**config.mk**
```make
export PLATFORM = sky130hd
export DESIGN_NAME = pot_step_driver
export DESIGN_NICKNAME = d
export VERILOG_FILES = /design/src/rtl/pot_step_pkg.sv /design/src/rtl/pot_step_timer.sv /design/src/rtl/pot_step_counter.sv /design/src/rtl/pot_step_seq.sv /design/src/rtl/pot_step_driver.sv
export SDC_FILE = /design/constraint.sdc
export NUM_CORES = 1
export LEC_CHECK = 0
export BUFFER_PORTS_ARGS = -buffer_cell sky130_fd_sc_hd__clkbuf_2
export CAP_MARGIN = 20
export CELL_PAD_IN_SITES_DETAIL_PLACEMENT = 1
export CELL_PAD_IN_SITES_GLOBAL_PLACEMENT = 1
export CORE_MARGIN = 8
export CORE_UTILIZATION = 35
export CTS_CLUSTER_SIZE = 8
export DETAILED_ROUTE_END_ITERATION = 8
export GPL_ROUTABILITY_DRIVEN = 0
export PLACE_DENSITY_LB_ADDON = 0.1
export SLEW_MARGIN = 20
export SYNTH_ARGS = -nofsm -noshare
export SYNTH_HDL_FRONTEND = slang
export SYNTH_SLANG_ARGS = --single-unit
```
**constraint.sdc**
```tcl
create_clock -name clk -period 4.3 [get_ports clk]
set_clock_uncertainty 0.1 [all_clocks]
set_input_delay 0.645 -clock clk [delete_from_list [all_inputs] [get_ports clk]]
set_output_delay 0.645 -clock clk [all_outputs]
set_load 0.005 [all_outputs]
```
**src/rtl/pot_step_pkg.sv**
```systemverilog
package pot_step_pkg;

  typedef enum logic [2:0] {
    ST_IDLE,
    ST_SELECT,
    ST_SETDIR,
    ST_INC_LOW,
    ST_INC_HIGH,
    ST_PRE_DESEL,
    ST_DESEL_WAIT,
    ST_DONE
  } pot_state_e;

  function automatic int unsigned max2(input int unsigned a, input int unsigned b);
    return (a > b) ? a : b;
  endfunction

endpackage

```
**src/rtl/pot_step_timer.sv**
```systemverilog
// Shared interval timer: a load of L makes the owning state last L cycles.
module pot_step_timer #(
  parameter int unsigned W = 8
) (
  input  logic         clk,
  input  logic         rst_n,
  input  logic         load,
  input  logic [W-1:0] load_len,
  output logic [W-1:0] count,
  output logic         zero
);

  always_ff @(posedge clk) begin
    if (!rst_n) begin
      count <= '0;
    end else if (load) begin
      count <= load_len - W'(1);
    end else if (count != '0) begin
      count <= count - W'(1);
    end
  end

  assign zero = (count == '0);

endmodule

```
**src/rtl/pot_step_counter.sv**
```systemverilog
// Remaining-step counter for one command.
module pot_step_counter #(
  parameter int unsigned W = 7
) (
  input  logic         clk,
  input  logic         rst_n,
  input  logic         load,
  input  logic [W-1:0] load_val,
  input  logic         dec,
  output logic         last,
  output logic         empty
);

  logic [W-1:0] left;

  always_ff @(posedge clk) begin
    if (!rst_n) begin
      left <= '0;
    end else if (load) begin
      left <= load_val;
    end else if (dec && left != '0) begin
      left <= left - W'(1);
    end
  end

  assign last  = (left == W'(1));
  assign empty = (left == '0);

endmodule

```
**src/rtl/pot_step_seq.sv**
```systemverilog
// Sequencer: walks the select / direction / strobe / deselect phases and
// registers the three pins so they never glitch.
module pot_step_seq
  import pot_step_pkg::*;
#(
  parameter int unsigned T_CS_SETUP      = 10,
  parameter int unsigned T_DIR_SETUP     = 100,
  parameter int unsigned T_INC_LOW       = 100,
  parameter int unsigned T_INC_HIGH      = 100,
  parameter int unsigned T_INC_TO_CS     = 100,
  parameter int unsigned T_DESEL_NOSTORE = 10,
  parameter int unsigned T_DESEL_STORE   = 2000000,
  parameter int unsigned TMR_W           = 22
) (
  input  logic             clk,
  input  logic             rst_n,
  input  logic             cmd_valid,
  input  logic             cmd_up,
  input  logic             cmd_store,
  input  logic             cmd_is_zero,
  output logic             cmd_ready,
  output logic             done,
  input  logic             tmr_zero,
  input  logic [TMR_W-1:0] tmr_count,
  output logic             tmr_load,
  output logic [TMR_W-1:0] tmr_len,
  output logic             cnt_load,
  output logic             cnt_dec,
  input  logic             cnt_last,
  input  logic             cnt_empty,
  output logic             pot_cs_n,
  output logic             pot_inc_n,
  output logic             pot_up
);

  localparam logic [TMR_W-1:0] L_CS     = TMR_W'(T_CS_SETUP);
  localparam logic [TMR_W-1:0] L_CS2    = TMR_W'(2 * T_CS_SETUP);
  localparam logic [TMR_W-1:0] L_DIR    = TMR_W'(T_DIR_SETUP);
  localparam logic [TMR_W-1:0] L_LOW    = TMR_W'(T_INC_LOW);
  localparam logic [TMR_W-1:0] L_HIGH   = TMR_W'(T_INC_HIGH);
  localparam logic [TMR_W-1:0] L_GAP    = TMR_W'(T_INC_TO_CS);
  localparam logic [TMR_W-1:0] L_DS_NO  = TMR_W'(T_DESEL_NOSTORE);
  localparam logic [TMR_W-1:0] L_DS_YES = TMR_W'(T_DESEL_STORE);

  pot_state_e state, nxt;
  logic       store_q, zero_q, up_q;
  logic       quiet_zero;   // zero steps and no store
  logic       accept;
  logic       sel_hold, cs_low, inc_low;
  logic       cs_n_q, inc_n_q;

  assign accept     = (state == ST_IDLE) && cmd_valid;
  assign quiet_zero = zero_q && !store_q;

  always_comb begin
    nxt      = state;
    tmr_load = 1'b0;
    tmr_len  = '0;
    cnt_load = 1'b0;
    cnt_dec  = 1'b0;
    unique case (state)
      ST_IDLE: begin
        if (cmd_valid) begin
          nxt      = ST_SELECT;
          tmr_load = 1'b1;
          tmr_len  = (cmd_is_zero && !cmd_store) ? L_CS2 : L_CS;
          cnt_load = 1'b1;
        end
      end
      ST_SELECT: begin
        if (tmr_zero) begin
          tmr_load = 1'b1;
          if (zero_q) begin
            nxt     = ST_PRE_DESEL;
            tmr_len = L_GAP;
          end else begin
            nxt     = ST_SETDIR;
            tmr_len = L_DIR;
          end
        end
      end
      ST_SETDIR: begin
        if (tmr_zero) begin
          nxt      = ST_INC_LOW;
          tmr_load = 1'b1;
          tmr_len  = L_LOW;
        end
      end
      ST_INC_LOW: begin
        if (tmr_zero) begin
          cnt_dec  = 1'b1;
          tmr_load = 1'b1;
          if (cnt_last && !store_q) begin
            nxt     = ST_PRE_DESEL;
            tmr_len = L_GAP;
          end else begin
            nxt     = ST_INC_HIGH;
            tmr_len = L_HIGH;
          end
        end
      end
      ST_INC_HIGH: begin
        if (tmr_zero) begin
          tmr_load = 1'b1;
          if (cnt_empty) begin
            nxt     = ST_PRE_DESEL;
            tmr_len = L_GAP;
          end else begin
            nxt     = ST_INC_LOW;
            tmr_len = L_LOW;
          end
        end
      end
      ST_PRE_DESEL: begin
        if (tmr_zero) begin
          nxt      = ST_DESEL_WAIT;
          tmr_load = 1'b1;
          tmr_len  = store_q ? L_DS_YES : L_DS_NO;
        end
      end
      ST_DESEL_WAIT: begin
        if (tmr_zero) nxt = ST_DONE;
      end
      ST_DONE: nxt = ST_IDLE;
      default: nxt = ST_IDLE;
    endcase
  end

  // Quiet zero-step command: first half of SELECT lowers the strobe while
  // the part is still deselected, second half selects it.
  assign sel_hold = (state == ST_SELECT) && quiet_zero && (tmr_count >= L_CS);
  assign cs_low   = (state inside {ST_SELECT, ST_SETDIR, ST_INC_LOW, ST_INC_HIGH, ST_PRE_DESEL})
                    && !sel_hold;
  assign inc_low  = (state == ST_INC_LOW)
                    || (!store_q && (state inside {ST_PRE_DESEL, ST_DESEL_WAIT}))
                    || (quiet_zero && state == ST_SELECT);

  always_ff @(posedge clk) begin
    if (!rst_n) begin
      state   <= ST_IDLE;
      store_q <= 1'b0;
      zero_q  <= 1'b0;
      up_q    <= 1'b0;
      cs_n_q  <= 1'b1;
      inc_n_q <= 1'b1;
    end else begin
      state   <= nxt;
      cs_n_q  <= !cs_low;
      inc_n_q <= !inc_low;
      if (accept) begin
        store_q <= cmd_store;
        zero_q  <= cmd_is_zero;
        up_q    <= cmd_up;
      end
    end
  end

  assign cmd_ready = (state == ST_IDLE);
  assign done      = (state == ST_DONE);
  assign pot_cs_n  = cs_n_q;
  assign pot_inc_n = inc_n_q;
  assign pot_up    = up_q;

endmodule

```
**src/rtl/pot_step_driver.sv**
```systemverilog
module pot_step_driver
  import pot_step_pkg::*;
#(
  parameter int unsigned CNT_W           = 7,
  parameter int unsigned T_CS_SETUP      = 10,
  parameter int unsigned T_DIR_SETUP     = 100,
  parameter int unsigned T_INC_LOW       = 100,
  parameter int unsigned T_INC_HIGH      = 100,
  parameter int unsigned T_INC_TO_CS     = 100,
  parameter int unsigned T_DESEL_NOSTORE = 10,
  parameter int unsigned T_DESEL_STORE   = 2000000
) (
  input  logic             clk,
  input  logic             rst_n,
  input  logic             cmd_valid,
  output logic             cmd_ready,
  input  logic             cmd_up,
  input  logic [CNT_W-1:0] cmd_steps,
  input  logic             cmd_store,
  output logic             done,
  output logic             pot_cs_n,
  output logic             pot_up,
  output logic             pot_inc_n
);

  localparam int unsigned MAX_T =
    max2(max2(max2(2 * T_CS_SETUP, T_DIR_SETUP), max2(T_INC_LOW, T_INC_HIGH)),
         max2(T_INC_TO_CS, max2(T_DESEL_NOSTORE, T_DESEL_STORE)));
  localparam int unsigned TMR_W = $clog2(MAX_T + 1);

  logic             tmr_load, tmr_zero;
  logic [TMR_W-1:0] tmr_len, tmr_count;
  logic             cnt_load, cnt_dec, cnt_last, cnt_empty;
  logic             is_zero;

  assign is_zero = (cmd_steps == '0);

  pot_step_timer #(.W(TMR_W)) u_timer (
    .clk      (clk),
    .rst_n    (rst_n),
    .load     (tmr_load),
    .load_len (tmr_len),
    .count    (tmr_count),
    .zero     (tmr_zero)
  );

  pot_step_counter #(.W(CNT_W)) u_steps (
    .clk      (clk),
    .rst_n    (rst_n),
    .load     (cnt_load),
    .load_val (cmd_steps),
    .dec      (cnt_dec),
    .last     (cnt_last),
    .empty    (cnt_empty)
  );

  pot_step_seq #(
    .T_CS_SETUP      (T_CS_SETUP),
    .T_DIR_SETUP     (T_DIR_SETUP),
    .T_INC_LOW       (T_INC_LOW),
    .T_INC_HIGH      (T_INC_HIGH),
    .T_INC_TO_CS     (T_INC_TO_CS),
    .T_DESEL_NOSTORE (T_DESEL_NOSTORE),
    .T_DESEL_STORE   (T_DESEL_STORE),
    .TMR_W           (TMR_W)
  ) u_seq (
    .clk         (clk),
    .rst_n       (rst_n),
    .cmd_valid   (cmd_valid),
    .cmd_up      (cmd_up),
    .cmd_store   (cmd_store),
    .cmd_is_zero (is_zero),
    .cmd_ready   (cmd_ready),
    .done        (done),
    .tmr_zero    (tmr_zero),
    .tmr_count   (tmr_count),
    .tmr_load    (tmr_load),
    .tmr_len     (tmr_len),
    .cnt_load    (cnt_load),
    .cnt_dec     (cnt_dec),
    .cnt_last    (cnt_last),
    .cnt_empty   (cnt_empty),
    .pot_cs_n    (pot_cs_n),
    .pot_inc_n   (pot_inc_n),
    .pot_up      (pot_up)
  );

endmodule

```
==> metrics.cfg <==
[sta]
timing.final.ws_setup_ns = 0.811
drv_slew = 0
rsz0062_at_grt = false
post-route-period-util_pct = 81.1
setup_viol = 0
period_needed_ns = 3.49
finalHoldViolations = 0
fmax_ghz = 0.287
finalSetupTns_ns = 0
slew_headroom_pct = 59.9
worst_slew_pin_slew_ns = 0.601

[drt]
post_drt_via_cell_ratio = 5.83
vias = 2291
first_pass_iters = 4
drc = 0
wirelength_mm = 7.20
drt-initial-drc-count = 117
postRouteAntennaNets = 0
routedWlPerCell_um = 18.3

[setup_path]
cp_num_cells = 8
cp-start-kind = register
crit_fanout = 17
crit_type = reg -> reg
rr_worst_depth = 8
critPathCaptureType = register
crit_buf_inv = 0
slowest_delay_ns = 0.87
worstPathCellList = or4b_1, nor2_4, a31o_2, mux2i_1, ha_1, nand4_1, o311ai_0, a21boi_0
critPathRequiredTime_ns = 4.36
cp.arrival_ns = 3.55
critPathSlowestCell = or4b_1
cp_top_family = simple AND/OR/NAND/NOR gates

[finish]
final_cells = 393
area_growth_syn_to_layout_pct = 11.5
diodes = 0
stdcell_area_um2 = 2680
nets = 330
drive_gt1_share_pct = 15.3

[placed_design]
dp.final_hpwl_mm = 5.40
portBuffers = 16
dpl_cell_area_um2 = 2550
dpl.cell_count = 385
pre_cts_ws_ns = 0.708

[yosys]
synth-edff-count = 0
async_flop_share_pct = 0
ys_ff_latch = 36
synth.distinct_cells = 66
syn_inst = 298
ys_warn_count = 0
synth_area_per_cell_um2 = 8.07
syn-cell-area_um2 = 2400
seq_area_frac_synth_pct = 30.0
synth-main-ff-cell = dfxtp_1
syn-num-nets = 316

[global_route]
grt-ovfl-total = 0
grt_pass1_vias = 2387
antenna_found_initial = 0
grt_usage_pct = 15.6
grt_max_degree = 25
grt_pass1_wl_mm = 12.4

[clock_tree]
cts_resized = 0
cts_setup_buffers = 0
ctsHoldBuffers = 0
cts-root-buf = clkbuf_8
numCtsBuffers = 5
cts_sinks = 36
path_clk_slew_ns = 0.08
insertion_delay_ns = 0.29
cts_tree = yes
clk_path_buf_depth = 2
htree_num_levels = 2

[floorplan]
die_x_um = 98.9
fp.dieH_um = 98.9
ioPinCount = 17
die-area_um2 = 9780
core_area_um2 = 6720
initial_core_util_pct = 35.8
fp-row-count = 30

[power_and_ir_drop]
power_mw = 1.89
powerDensity_nw_per_um2 = 704
vdd_drop_max_uv = 213
p_leak_nw = 1.03

[hold_path]
whs_path_depth = 2
hp-class = reg -> reg

[flow_run]
maxCapViolations = 0

[run_status]
outcome = finished clean

-- layer usage --
metal,track usage [%],vias up,share of wire (%)
li1,-,1148,-
met1,22.0,1107,53
met2,23.5,27,42
met3,2.89,9,3.1
met4,4.49,0,1.3
met5,0,-,0
-- layout by cell type (no fill, tap or decap), types with 7 or more instances in the layout --
master and count:
dfxtp_1 36, nand2_1 27, nor2_1 25, o21ai_0 16, clkbuf_2 16, inv_1 13, a21oi_1 13, nand3_1 11
a21boi_0 10, or3_1 8, a211oi_1 8, nor3_1 7, a31oi_1 7, clkbuf_8 7
-- cell type report --
| type | instances | area, um^2 |
|---|---|---|
| flip-flops and latches | 36 | 721 |
| repair buffers | 21 | 118 |
| clock inverters | 1 | 30.0 |
| inverters | 14 | 52.6 |
| multi-input cells | 234 | 1560 |
| well taps | 80 | 100 |
| fillers | 832 | 4040 |
| clock buffers | 7 | 96.3 |
-- power by group --
group	switching, mW	internal, mW	total [mW]
clock network	0.132	0.205	0.337
registers	0.0917	0.418	0.510
logic	0.668	0.373	1.04
-- through the flow --
step                      hold slack (ns)  utilization (%)
final                               0.399             39.9
after floorplan                     0.342                -
after detailed placement            0.387             38.0
after CTS                           0.405             39.9
after global placement              0.376             38.0
after global routing                0.434             39.9
-- sequential cells by signal, summed over array words and instances (netlist names) --
register and flops:
u_seq.pot_inc_n 1, u_seq.store_q 1, u_seq.zero_q 1, u_seq.pot_up 1
u_seq.pot_cs_n 1, u_timer.count 21, u_steps.left 7, u_seq.state 3
-- cell families (layout without fill, tap and decap cells) --
logic type	Yosys count	count (layout)	synth area share (%)
multiplexers	4	4	1.66
AND/OR/NAND/NOR	125	125	30.1
adder cells (fa/ha/maj)	6	6	3.12
XOR/XNOR	6	6	2.19
AO/OA/AOI/OAI	93	93	27.7
flip-flops	36	36	30.0
buffers and inverters	28	43	5.25
-- cell usage after synthesis, drive strengths merged (2+ instances only) --
| library cell | instances | area, um^2 |
|---|---|---|
| dfxtp | 36 | 721 |
| nor2 | 27 | 111 |
| clkbuf | 8 | 30.0 |
| o22ai | 3 | 32.5 |
| a211oi | 8 | 60.1 |
| a311oi | 3 | 43.8 |
| nand2b | 4 | 25.0 |
| a31o | 3 | 26.3 |
| nand3 | 13 | 82.6 |
| o211ai | 4 | 30.0 |
| nand4 | 6 | 43.8 |
| o21ai | 18 | 90.1 |
| and4 | 4 | 37.5 |
| nor2b | 2 | 12.5 |
| xor2 | 5 | 43.8 |
| and3 | 5 | 31.3 |
| ha | 6 | 75.1 |
| or3 | 8 | 50.1 |
| a21boi | 11 | 82.6 |
| a31oi | 8 | 50.1 |
| a21o | 4 | 30.0 |
| mux2i | 4 | 40.0 |
| nand2 | 27 | 101 |
| and2 | 3 | 18.8 |
| buf | 6 | 43.8 |
| o21a | 2 | 15.0 |
| or4 | 7 | 60.1 |
| o311ai | 4 | 35.0 |
| a21oi | 13 | 65.1 |
| a41oi | 2 | 17.5 |
| nor3 | 8 | 51.3 |
| nor4 | 5 | 43.8 |
| inv | 14 | 52.6 |
| a211o | 3 | 26.3 |
-- path summary, 6_finish.rpt --
path,slack [ns],to,start
max,0.81,u_timer.count[14],u_seq.state[1]
max reg2reg,0.81,u_timer.count[14],u_seq.state[1]
min reg2reg,0.40,u_seq.pot_up,u_seq.pot_up
min,0.40,u_seq.pot_up,u_seq.pot_up
-- tightest hold or removal path: cells and delay by family (launching register included) --
family          cells  cell delay [ns]
flops               1             0.33
simple gates        1             0.06
compound gates      1             0.07
Power figures use the tool's default switching activity.
